--- config.mk ---
export PLATFORM = sky130hd
export DESIGN_NAME = dual_issue_check
export DESIGN_NICKNAME = d
export VERILOG_FILES = /design/src/rtl/dual_issue_pkg.sv /design/src/rtl/issue_slot.sv /design/src/rtl/resv_track.sv /design/src/rtl/dual_issue_check.sv
export SDC_FILE = /design/constraint.sdc
export NUM_CORES = 1
export LEC_CHECK = 0
export CORE_MARGIN = 4
export CORE_UTILIZATION = 53
export DETAILED_ROUTE_END_ITERATION = 8
export PLACE_DENSITY = 0.83
export SYNTH_ARGS = -nofsm -noshare
export SYNTH_HDL_FRONTEND = slang
export SYNTH_SLANG_ARGS = --single-unit
--- constraint.sdc ---
create_clock -name clk_i -period 3.25 [get_ports clk_i]
set_input_delay 0.4875 -clock clk_i [delete_from_list [all_inputs] [get_ports clk_i]]
set_output_delay 0.4875 -clock clk_i [all_outputs]
set_load 0.01 [all_outputs]
--- src/rtl/dual_issue_pkg.sv ---
package dual_issue_pkg;

  localparam int NUM_UNITS = 4;

  localparam logic [NUM_UNITS-1:0] M_A   = 4'b0001;
  localparam logic [NUM_UNITS-1:0] M_B   = 4'b0010;
  localparam logic [NUM_UNITS-1:0] M_C   = 4'b0100;
  localparam logic [NUM_UNITS-1:0] M_ALU = 4'b1000;

  typedef enum logic [3:0] {
    CLS_ALU      = 4'd0,
    CLS_ALU_SREG = 4'd1,
    CLS_MOV      = 4'd2,
    CLS_MUL_S    = 4'd3,
    CLS_MUL_L    = 4'd4,
    CLS_DIV_U    = 4'd5,
    CLS_DIV_S    = 4'd6,
    CLS_LS_ONE   = 4'd7,
    CLS_LS_MULTI = 4'd8,
    CLS_BRANCH   = 4'd9
  } cls_e;

  typedef enum logic [1:0] {SCH_ONCE, SCH_TWICE, SCH_DIV_U, SCH_DIV_S} sched_e;

  typedef struct packed {
    logic                 ok;
    logic [NUM_UNITS-1:0] mask;
    sched_e               sched;
  } opt_t;

  // alt = 0 gives the first choice, alt = 1 the fallback
  function automatic opt_t pick_opt(logic [3:0] cls, logic alt);
    opt_t o;
    o.ok    = 1'b0;
    o.mask  = '0;
    o.sched = SCH_ONCE;
    case (cls)
      CLS_ALU: begin
        o.ok   = 1'b1;
        o.mask = alt ? (M_B | M_ALU) : (M_A | M_ALU);
      end
      CLS_ALU_SREG: begin
        o.ok   = 1'b1;
        o.mask = alt ? (M_B | M_C | M_ALU) : (M_A | M_ALU);
      end
      CLS_MOV: begin
        o.ok   = 1'b1;
        o.mask = alt ? (M_B | M_ALU) : M_A;
      end
      CLS_MUL_S: if (!alt) begin
        o.ok = 1'b1; o.mask = M_A | M_ALU;
      end
      CLS_MUL_L: if (!alt) begin
        o.ok = 1'b1; o.mask = M_A | M_ALU; o.sched = SCH_TWICE;
      end
      CLS_DIV_U: if (!alt) begin
        o.ok = 1'b1; o.mask = M_A | M_ALU; o.sched = SCH_DIV_U;
      end
      CLS_DIV_S: if (!alt) begin
        o.ok = 1'b1; o.mask = M_A | M_ALU; o.sched = SCH_DIV_S;
      end
      CLS_LS_ONE: if (!alt) begin
        o.ok = 1'b1; o.mask = M_A | M_C;
      end
      CLS_LS_MULTI: if (!alt) begin
        o.ok = 1'b1; o.mask = M_A | M_B; o.sched = SCH_TWICE;
      end
      CLS_BRANCH: if (!alt) begin
        o.ok = 1'b1; o.mask = M_B;
      end
      default: if (!alt) o.ok = 1'b1;
    endcase
    return o;
  endfunction

endpackage

--- src/rtl/issue_slot.sv ---
module issue_slot
  import dual_issue_pkg::*;
#(
  parameter int DEPTH    = 10,
  parameter int UDIV_GAP = 7,
  parameter int SDIV_GAP = 8
) (
  input  logic                            req_i,
  input  logic [3:0]                      cls_i,
  input  logic [DEPTH-1:0][NUM_UNITS-1:0] occ_i,
  output logic                            grant_o,
  output logic [NUM_UNITS-1:0]            map_o,
  output logic [DEPTH-1:0][NUM_UNITS-1:0] res_o
);

  localparam int NUM_OPT = 2;
  localparam int U_OFF   = UDIV_GAP + 1;
  localparam int S_OFF   = SDIV_GAP + 1;

  function automatic logic [DEPTH-1:0][NUM_UNITS-1:0] expand(logic [NUM_UNITS-1:0] m,
                                                             sched_e s);
    logic [DEPTH-1:0][NUM_UNITS-1:0] e;
    e    = '0;
    e[0] = m;
    case (s)
      SCH_TWICE: e[1]     = m;
      SCH_DIV_U: e[U_OFF] = m;
      SCH_DIV_S: e[S_OFF] = m;
      default: ;
    endcase
    return e;
  endfunction

  opt_t                            opt_c [NUM_OPT];
  logic [DEPTH-1:0][NUM_UNITS-1:0] exp_c [NUM_OPT];
  logic [NUM_OPT-1:0]              fit;

  for (genvar o = 0; o < NUM_OPT; o++) begin : g_opt
    assign opt_c[o] = pick_opt(cls_i, 1'(o));
    assign exp_c[o] = expand(opt_c[o].mask, opt_c[o].sched);
    assign fit[o]   = opt_c[o].ok && ((exp_c[o] & occ_i) == '0);
  end

  always_comb begin
    grant_o = req_i && (fit != '0);
    res_o   = '0;
    if (grant_o) res_o = fit[0] ? exp_c[0] : exp_c[1];
    map_o   = res_o[0];
  end

endmodule

--- src/rtl/resv_track.sv ---
module resv_track
  import dual_issue_pkg::*;
#(
  parameter int DEPTH = 10
) (
  input  logic                            clk_i,
  input  logic                            rst_ni,
  input  logic [DEPTH-1:0][NUM_UNITS-1:0] res_a_i,
  input  logic [DEPTH-1:0][NUM_UNITS-1:0] res_b_i,
  output logic [DEPTH-1:0][NUM_UNITS-1:0] occ_o
);

  logic [DEPTH-1:0][NUM_UNITS-1:0] busy_q, busy_d;

  // entry k = units claimed k cycles from now
  always_comb begin
    busy_d = '0;
    for (int k = 0; k < DEPTH - 1; k++) begin
      busy_d[k] = busy_q[k+1] | res_a_i[k+1] | res_b_i[k+1];
    end
  end

  always_ff @(posedge clk_i or negedge rst_ni) begin
    if (!rst_ni) busy_q <= '0;
    else         busy_q <= busy_d;
  end

  assign occ_o = busy_q;

  assert_slots_disjoint_R10: assert property (@(posedge clk_i) disable iff (!rst_ni)
    (res_a_i & res_b_i) == '0);

  assert_no_double_claim_R11: assert property (@(posedge clk_i) disable iff (!rst_ni)
    ((res_a_i | res_b_i) & busy_q) == '0);

endmodule

--- src/rtl/dual_issue_check.sv ---
module dual_issue_check
  import dual_issue_pkg::*;
#(
  parameter int UDIV_GAP = 7,
  parameter int SDIV_GAP = 8
) (
  input  logic       clk_i,
  input  logic       rst_ni,
  input  logic       old_valid_i,
  input  logic [3:0] old_cls_i,
  input  logic       yng_valid_i,
  input  logic [3:0] yng_cls_i,
  input  logic       yng_dep_i,
  output logic       issue_old_o,
  output logic       issue_yng_o,
  output logic [3:0] old_map_o,
  output logic [3:0] yng_map_o
);

  localparam int DEPTH = ((SDIV_GAP > UDIV_GAP) ? SDIV_GAP : UDIV_GAP) + 2;

  logic [DEPTH-1:0][NUM_UNITS-1:0] occ, occ_yng, res_old, res_yng;
  logic                            yng_req, pair_ban;

  resv_track #(.DEPTH(DEPTH)) i_track (
    .clk_i   (clk_i),
    .rst_ni  (rst_ni),
    .res_a_i (res_old),
    .res_b_i (res_yng),
    .occ_o   (occ)
  );

  issue_slot #(.DEPTH(DEPTH), .UDIV_GAP(UDIV_GAP), .SDIV_GAP(SDIV_GAP)) i_slot_old (
    .req_i   (old_valid_i),
    .cls_i   (old_cls_i),
    .occ_i   (occ),
    .grant_o (issue_old_o),
    .map_o   (old_map_o),
    .res_o   (res_old)
  );

  assign pair_ban = (old_cls_i == CLS_MOV) && (yng_cls_i == CLS_ALU);
  assign yng_req  = yng_valid_i && issue_old_o && !yng_dep_i && !pair_ban;
  assign occ_yng  = occ | res_old;

  issue_slot #(.DEPTH(DEPTH), .UDIV_GAP(UDIV_GAP), .SDIV_GAP(SDIV_GAP)) i_slot_yng (
    .req_i   (yng_req),
    .cls_i   (yng_cls_i),
    .occ_i   (occ_yng),
    .grant_o (issue_yng_o),
    .map_o   (yng_map_o),
    .res_o   (res_yng)
  );

  assert_in_order_R9: assert property (@(posedge clk_i) disable iff (!rst_ni)
    issue_yng_o |-> issue_old_o);

  assert_dep_blocks_R9: assert property (@(posedge clk_i) disable iff (!rst_ni)
    yng_dep_i |-> !issue_yng_o);

  assert_mov_alu_R9: assert property (@(posedge clk_i) disable iff (!rst_ni)
    (old_cls_i == 4'd2 && yng_cls_i == 4'd0) |-> !issue_yng_o);

  assert_maps_disjoint_R10: assert property (@(posedge clk_i) disable iff (!rst_ni)
    (issue_old_o && issue_yng_o) |-> (old_map_o & yng_map_o) == 4'b0);

  assert_mull_holds_R5: assert property (@(posedge clk_i) disable iff (!rst_ni)
    (issue_old_o && old_cls_i == 4'd4) |=>
      ((old_map_o | yng_map_o) & 4'b1001) == 4'b0);

  assert_branch_free_R8: assert property (@(posedge clk_i) disable iff (!rst_ni)
    (old_valid_i && old_cls_i == 4'd9 && !occ[0][1]) |->
      (issue_old_o && old_map_o == 4'b0010));

  assert_idle_map_R11: assert property (@(posedge clk_i) disable iff (!rst_ni)
    !issue_old_o |-> (old_map_o == 4'b0 && yng_map_o == 4'b0));

endmodule

==> results.json, run 1 <==
{
  "synthTopCellsByArea": "dfrtp_1, nand4b_4, buf_6, nand2_1, o41ai_2",
  "synth_compound_area_share_pct": 21.7,
  "setup_viol": 4,
  "crit_path_max_fanout": 3,
  "dpl.hpwl_mm": 3.40,
  "drt_iter0_drc": 123,
  "cp-start-kind": "register",
  "clk_pin_slew_ps": 90,
  "cp.arrival_ps": 2900,
  "final-seq-area_um2": 902,
  "grt_use_total_pct": 23.9,
  "place_ws_ps": -617,
  "drt_pre_antenna_iters": 4,
  "ctsHtreeMaxLevel": 2,
  "cts_hold_buf": 0,
  "yosys-top-cells-count": "dfrtp_1, nand2_1, nor2_1",
  "ant_nets": 0,
  "p_int_uw": 665,
  "muxShareOfSynthArea_pct": 1.36,
  "finalHoldViolCount": 0,
  "fill_cells": 213,
  "die-width_um": 67.0,
  "cts.sinks": 36,
  "status": "finished, violations left",
  "grt_pass1_vias": 1607,
  "drv_cap": 0,
  "peakVddDrop_mv": 0.414,
  "synth_xor_area_share_pct": 1.43,
  "p_switching_uw": 260,
  "multi_input_area_um2": 957,
  "grt_first_pass_wirelength_mm": 7.79,
  "cts_root_buf": "clkbuf_4",
  "largest_register_ff_count": 36,
  "power_frac_clock_pct": 22.3,
  "required_ps": 2760,
  "row_count": 21,
  "postRouteWirelength_mm": 5.24,
  "min_period_ps": 3390,
  "pin_count": 23,
  "remaining_drc_errors": 0,
  "cts_buffers": 5,
  "synth_edf_count": 0,
  "fmax_mhz": 295,
  "place_congestion": 0.925,
  "antennaDiodeCount": 0,
  "fin_skew_ps": 6.25,
  "p_total_uw": 925,
  "yosys.cell_count.top_type": "dfrtp_1",
  "worst_pin_slew_ps": 620,
  "yosys.area.top_type_share_pct": 48.9,
  "nets": 241,
  "synthFlopType": "dfrtp_1",
  "max_slew_margin_pct": 58.3,
  "dp_cells": 258,
  "hold_path_class": "register to register",
  "yosysSeqAreaShare_pct": 48.9,
  "worstSetupPathType": "register to primary output",
  "p_comb_share_pct": 25.8,
  "globalRouteOverflowTotal": 0,
  "port-buffer-count": 22,
  "avgSynthCellArea_um2": 11.5,
  "initial_core_util_pct": 55.2,
  "insertion_delay_ps": 320,
  "p_sw_share_pct": 28.1,
  "drive_gt1_share_pct": 43.9,
  "yosysUniqueCellTypes": 60,
  "dieArea_mm2": 0.00448,
  "yosys_warnings": 0,
  "maxSlewViolCount": 0,
  "area_growth_pct": 39.4,
  "synth_top_area_cell": "dfrtp_1",
  "fin_crit_sh_pct": 104,
  "ctsLongestPathBuffers": 2,
  "wire_per_inst_um": 19.1,
  "synth_top_family_by_area": "compound AO/OA/AOI/OAI gates",
  "die_y_um": 67.0,
  "stdcell_count": 274,
  "cts_tree": "yes",
  "sequentialPowerShare_pct": 51.9,
  "finalSetupTns_ps": -266,
  "grt_setup_unrepaired": "true",
  "core_mm2": 0.00334,
  "synthAdderAreaFrac_pct": 0,
  "end_kind": "primary output",
  "violations": "negative setup slack",
  "syn_area_mm2": 0.00184,
  "synthSimpleGateAreaFrac_pct": 20.7,
  "final_util_pct": 76.9,
  "setup_slack_ps": -142,
  "vias_per_cell": 5.88,
  "power_density_mw_per_mm2": 360,
  "async_reset_ff_share_pct": 100,
  "antenna_found_initial": 0,
  "leakage_nw": 1.16,
  "grt_max_degree": 37,
  "vias": 1612,
  "synthCells": 160,
  "ys_ff_latch": 36
}
[cells in the final DEF, fill, tap and decap left out, types with 3 or more instances in the layout]
cell / instances
buf_4: 47
dfrtp_1: 35
nand2_1: 11
clkdlybuf4s50_1: 10
nor2b_1: 5
o21ai_0: 5
a21oi_1: 5
nor2_1: 5
clkbuf_4: 5
nor2_4: 4
dlygate4sd2_1: 4
inv_1: 3
a31oi_1: 3
nor3_1: 3
buf_6: 3
[per-stage QoR]
stage / cell area (um2) / hold WS (ps)
finish: 2570 / 355
global route: 2570 / 351
CTS: 2480 / 356
detailed placement: 2340 / 336
global placement: 2340 / 332
floorplan: 1850 / 192
[power groups by stage]
| stage | logic (mW) | registers (mW) | clock network (mW) |
|---|---|---|---|
| finish | 0.239 | 0.480 | 0.206 |
| global route | 0.251 | 0.483 | 0.233 |
| CTS | 0.215 | 0.479 | 0.212 |
| detailed placement | 0.200 | 0.487 | 0 |
| global placement | 0.192 | 0.486 | 0 |
| floorplan | 0.107 | 0.483 | 0 |
[worst max-delay path, stage by stage (launching register included)]
cell and delay [ps]:
dfrtp_1 430, or3_1 390, a32oi_2 300, nor2_2 130
nor4_2 380, o311ai_4 140, a211o_1 330, a211oi_2 210
dlygate4sd2_1 290
[area by class of cell]
type / count / area share, %
clock buffers: 6 / 1.61
clock inverters: 1 / 0.195
multi-input cells: 110 / 37.3
repair buffers: 72 / 23.1
inverters: 3 / 0.439
well taps: 46 / 2.24
flip-flops and latches: 36 / 35.1
[path summary, 6_finish.rpt]
path,startpoint,endpoint,slack (ps),cells past startpoint
max,i_track.occ_o[32],yng_map_o[2],-140,8
min,i_track.occ_o[21],i_track.occ_o[17],350,0
max reg2reg,i_track.occ_o[32],i_track.occ_o[0],770,9
min reg2reg,i_track.occ_o[21],i_track.occ_o[17],350,0
max in group asynchronous,rst_ni,i_track.occ_o[4],2360,2
min in group asynchronous,rst_ni,i_track.occ_o[24],580,2
[routing by layer]
metal  GRT usage [%]  part of all wire (%)
met1            29.1                    38
met4            9.62                   4.0
met5               0                     0
met2            40.5                    51
met3            5.40                   6.9
[timing repair]
action                                  CTS  global route
endpoints found under the setup margin    9             7
setup buffers                             4             5
pin swaps                                 9             7
resized for setup                        30            20
[cell families (layout without fill, tap and decap cells)]
group / Yosys count / after routing
and+or+nand+nor: 58 / 58
AOI/OAI and AO/OA: 45 / 45
DFF: 36 / 36
buffers and inverters: 15 / 82
xor gates and xnor gates: 3 / 3
muxes: 2 / 2
other: 1 / 2
Note: power is estimated with default switching activity, not from simulation.
==> run 2, diff against run 1 <==
--- a/config.mk
+++ b/config.mk
@@ -7,6 +7,7 @@
 export LEC_CHECK = 0
 export CORE_MARGIN = 4
 export CORE_UTILIZATION = 53
+export CTS_CLUSTER_SIZE = 20
 export DETAILED_ROUTE_END_ITERATION = 8
 export PLACE_DENSITY = 0.83
 export SYNTH_ARGS = -nofsm -noshare
==> results of run 2 <==
Final layout, timing and power as in run 1 (identical DEF).
==> run 3, diff against run 2 <==
==> constraint.sdc (replaced) <==
create_clock -name clk_i -period 3.8 [get_ports clk_i]
set_input_delay 0.57 -clock clk_i [delete_from_list [all_inputs] [get_ports clk_i]]
set_output_delay 0.57 -clock clk_i [all_outputs]
set_load 0.01 [all_outputs]
==> run 3 against run 2 <==
Compared with the run above:
- the flow now finishes without violations
- combinational power down 24%
- non-clock buffer count fell by 15
- largest cell class unchanged
- clock power is 22% higher
- worst hold slack is essentially flat
- sequential share of layout area rose by 1.9 points
- sequential cell count unchanged
==> results.json, run 3 (synthesis gave the netlist of run 1 again) <==
{
  "drt_pre_antenna_iters": 5,
  "end_kind": "primary output",
  "cts_tree": "yes",
  "sequentialPowerShare_pct": 48.7,
  "dieArea_mm2": 0.00448,
  "cp.arrival_ps": 3150,
  "maxSlewViolCount": 0,
  "setup_viol": 0,
  "port-buffer-count": 22,
  "finalHoldViolCount": 0,
  "clk_pin_slew_ps": 100,
  "grt_max_degree": 37,
  "grt_pass1_vias": 1522,
  "stdcell_count": 260,
  "cp_top_family": "buffers and inverters",
  "cp-start-kind": "input port",
  "antenna_found_initial": 0,
  "remaining_drc_errors": 0,
  "hold_path_class": "register to register",
  "place_congestion": 0.905,
  "leakage_nw": 1.08,
  "grt_use_total_pct": 23.0,
  "max_slew_margin_pct": 63.8,
  "placed_area_mm2": 0.00227,
  "p_switching_uw": 216,
  "nets": 226,
  "cpPeakStageDelay_ps": 510,
  "final_common_cell": "dfrtp_1",
  "final_cell_mix": "dfrtp_1, buf_4, clkdlybuf4s50_1, nand2_1",
  "crit_path_max_fanout": 10,
  "design_area_mm2": 0.00243,
  "required_ps": 3230,
  "initial_core_util_pct": 55.2,
  "min_period_ps": 3720,
  "vias_per_cell": 5.95,
  "grt_setup_unrepaired": "false",
  "largest_register_ff_count": 36,
  "wire_per_inst_um": 17.5,
  "cts.sinks": 36,
  "path_cells": "clkdlybuf4s50_1 -> buf_4 -> nor3b_2 -> o21ai_2 -> o2111ai_4 -> mux2i_2 -> buf_4 -> a31o_2 -> a211o_1 -> o22ai_1 -> dlygate4sd2_1",
  "cp_num_buf_inv": 4,
  "drt_iter0_drc": 171,
  "crit_top_cell": "buf_4",
  "power_frac_clock_pct": 29.8,
  "fin_crit_sh_pct": 97.8,
  "p_comb_share_pct": 21.5,
  "worstSetupPathType": "input port to primary output",
  "worst_pin_slew_ps": 538,
  "core_mm2": 0.00334,
  "status": "finished, final reports clean",
  "insertion_delay_ps": 320,
  "p_sw_share_pct": 25.7,
  "drive_gt1_share_pct": 34.6,
  "ant_nets": 0,
  "cts_buffers": 5,
  "ctsLongestPathBuffers": 2,
  "grt_first_pass_wirelength_mm": 7.56,
  "power_density_mw_per_mm2": 346,
  "ctsHtreeMaxLevel": 2,
  "peakVddDrop_mv": 0.350,
  "die-width_um": 67.0,
  "fmax_mhz": 269,
  "p_total_uw": 842,
  "p_int_uw": 626,
  "die_y_um": 67.0,
  "pin_count": 23,
  "vias": 1547,
  "drv_cap": 0,
  "row_count": 21,
  "dpl.hpwl_mm": 3.40,
  "area_growth_pct": 32.1,
  "fin_skew_ps": 12.6,
  "dp_cells": 249,
  "antennaDiodeCount": 0,
  "cp_slowest_cell": "clkdlybuf4s50_1",
  "postRouteWirelength_mm": 4.56,
  "cts_root_buf": "clkbuf_4",
  "fill_cells": 251,
  "globalRouteOverflowTotal": 0
}
run 3: per-stage QoR:
stage | hold WS (ps) | worst slack [ps] | setup TNS (ps) | utilization, %
global route | 367 | 3.70 | 0 | 72.9
finish | 355 | 83.4 | 0 | 72.9
global placement | 332 | -101 | -417 | 68.0
CTS | 357 | -102 | -102 | 71.4
detailed placement | 335 | -186 | -827 | 68.0
floorplan | 274 | 821 | 0 | -
run 3: worst paths after layout:
path                                  start  slack [ps]  depth (start not counted)                end
max                            old_cls_i[1]          80                         11       yng_map_o[1]
min                        i_track.occ_o[8]         350                          0   i_track.occ_o[4]
max reg2reg                i_track.occ_o[4]        1340                         10   i_track.occ_o[0]
min reg2reg                i_track.occ_o[8]         350                          0   i_track.occ_o[4]
max in group asynchronous            rst_ni        2850                          2   i_track.occ_o[5]
min in group asynchronous            rst_ni         640                          2  i_track.occ_o[33]
run 3: layout make-up:
type | instances | area, um2 | share of cell area, %
Clock inverter | 2 | 35.0 | 1.44
Clock buffer | 6 | 41.3 | 1.70
Multi-Input combinational cell | 110 | 907 | 37.3
Timing Repair Buffer | 57 | 480 | 19.7
Inverter | 3 | 11.3 | 0.463
Sequential cell | 36 | 901 | 37.0
Tap cell | 46 | 57.6 | 2.37
run 3: power by group through the flow:
stage / combinational (mW) / clock [mW] / sequential (mW)
after global placement: 0.157 / 0 / 0.416
after global routing: 0.194 / 0.280 / 0.412
after CTS: 0.171 / 0.258 / 0.410
after floorplan: 0.0914 / 0 / 0.413
after detailed placement: 0.164 / 0 / 0.417
final: 0.181 / 0.251 / 0.410
run 3: metal layers:
metal | share of wire [%] | vias to the layer above | global-route usage, %
li1 | - | 695 | -
met2 | 50 | 79 | 36.1
met1 | 42 | 761 | 31.6
met5 | 0 | - | 0
met4 | 1.3 | 0 | 6.58
met3 | 7.1 | 12 | 5.40
run 3: timing repair:
action,CTS,global route
gates resized for setup,15,6
setup endpoints to repair,5,5
hold buffers,0,0
pin swaps,4,1
setup buffers,1,2
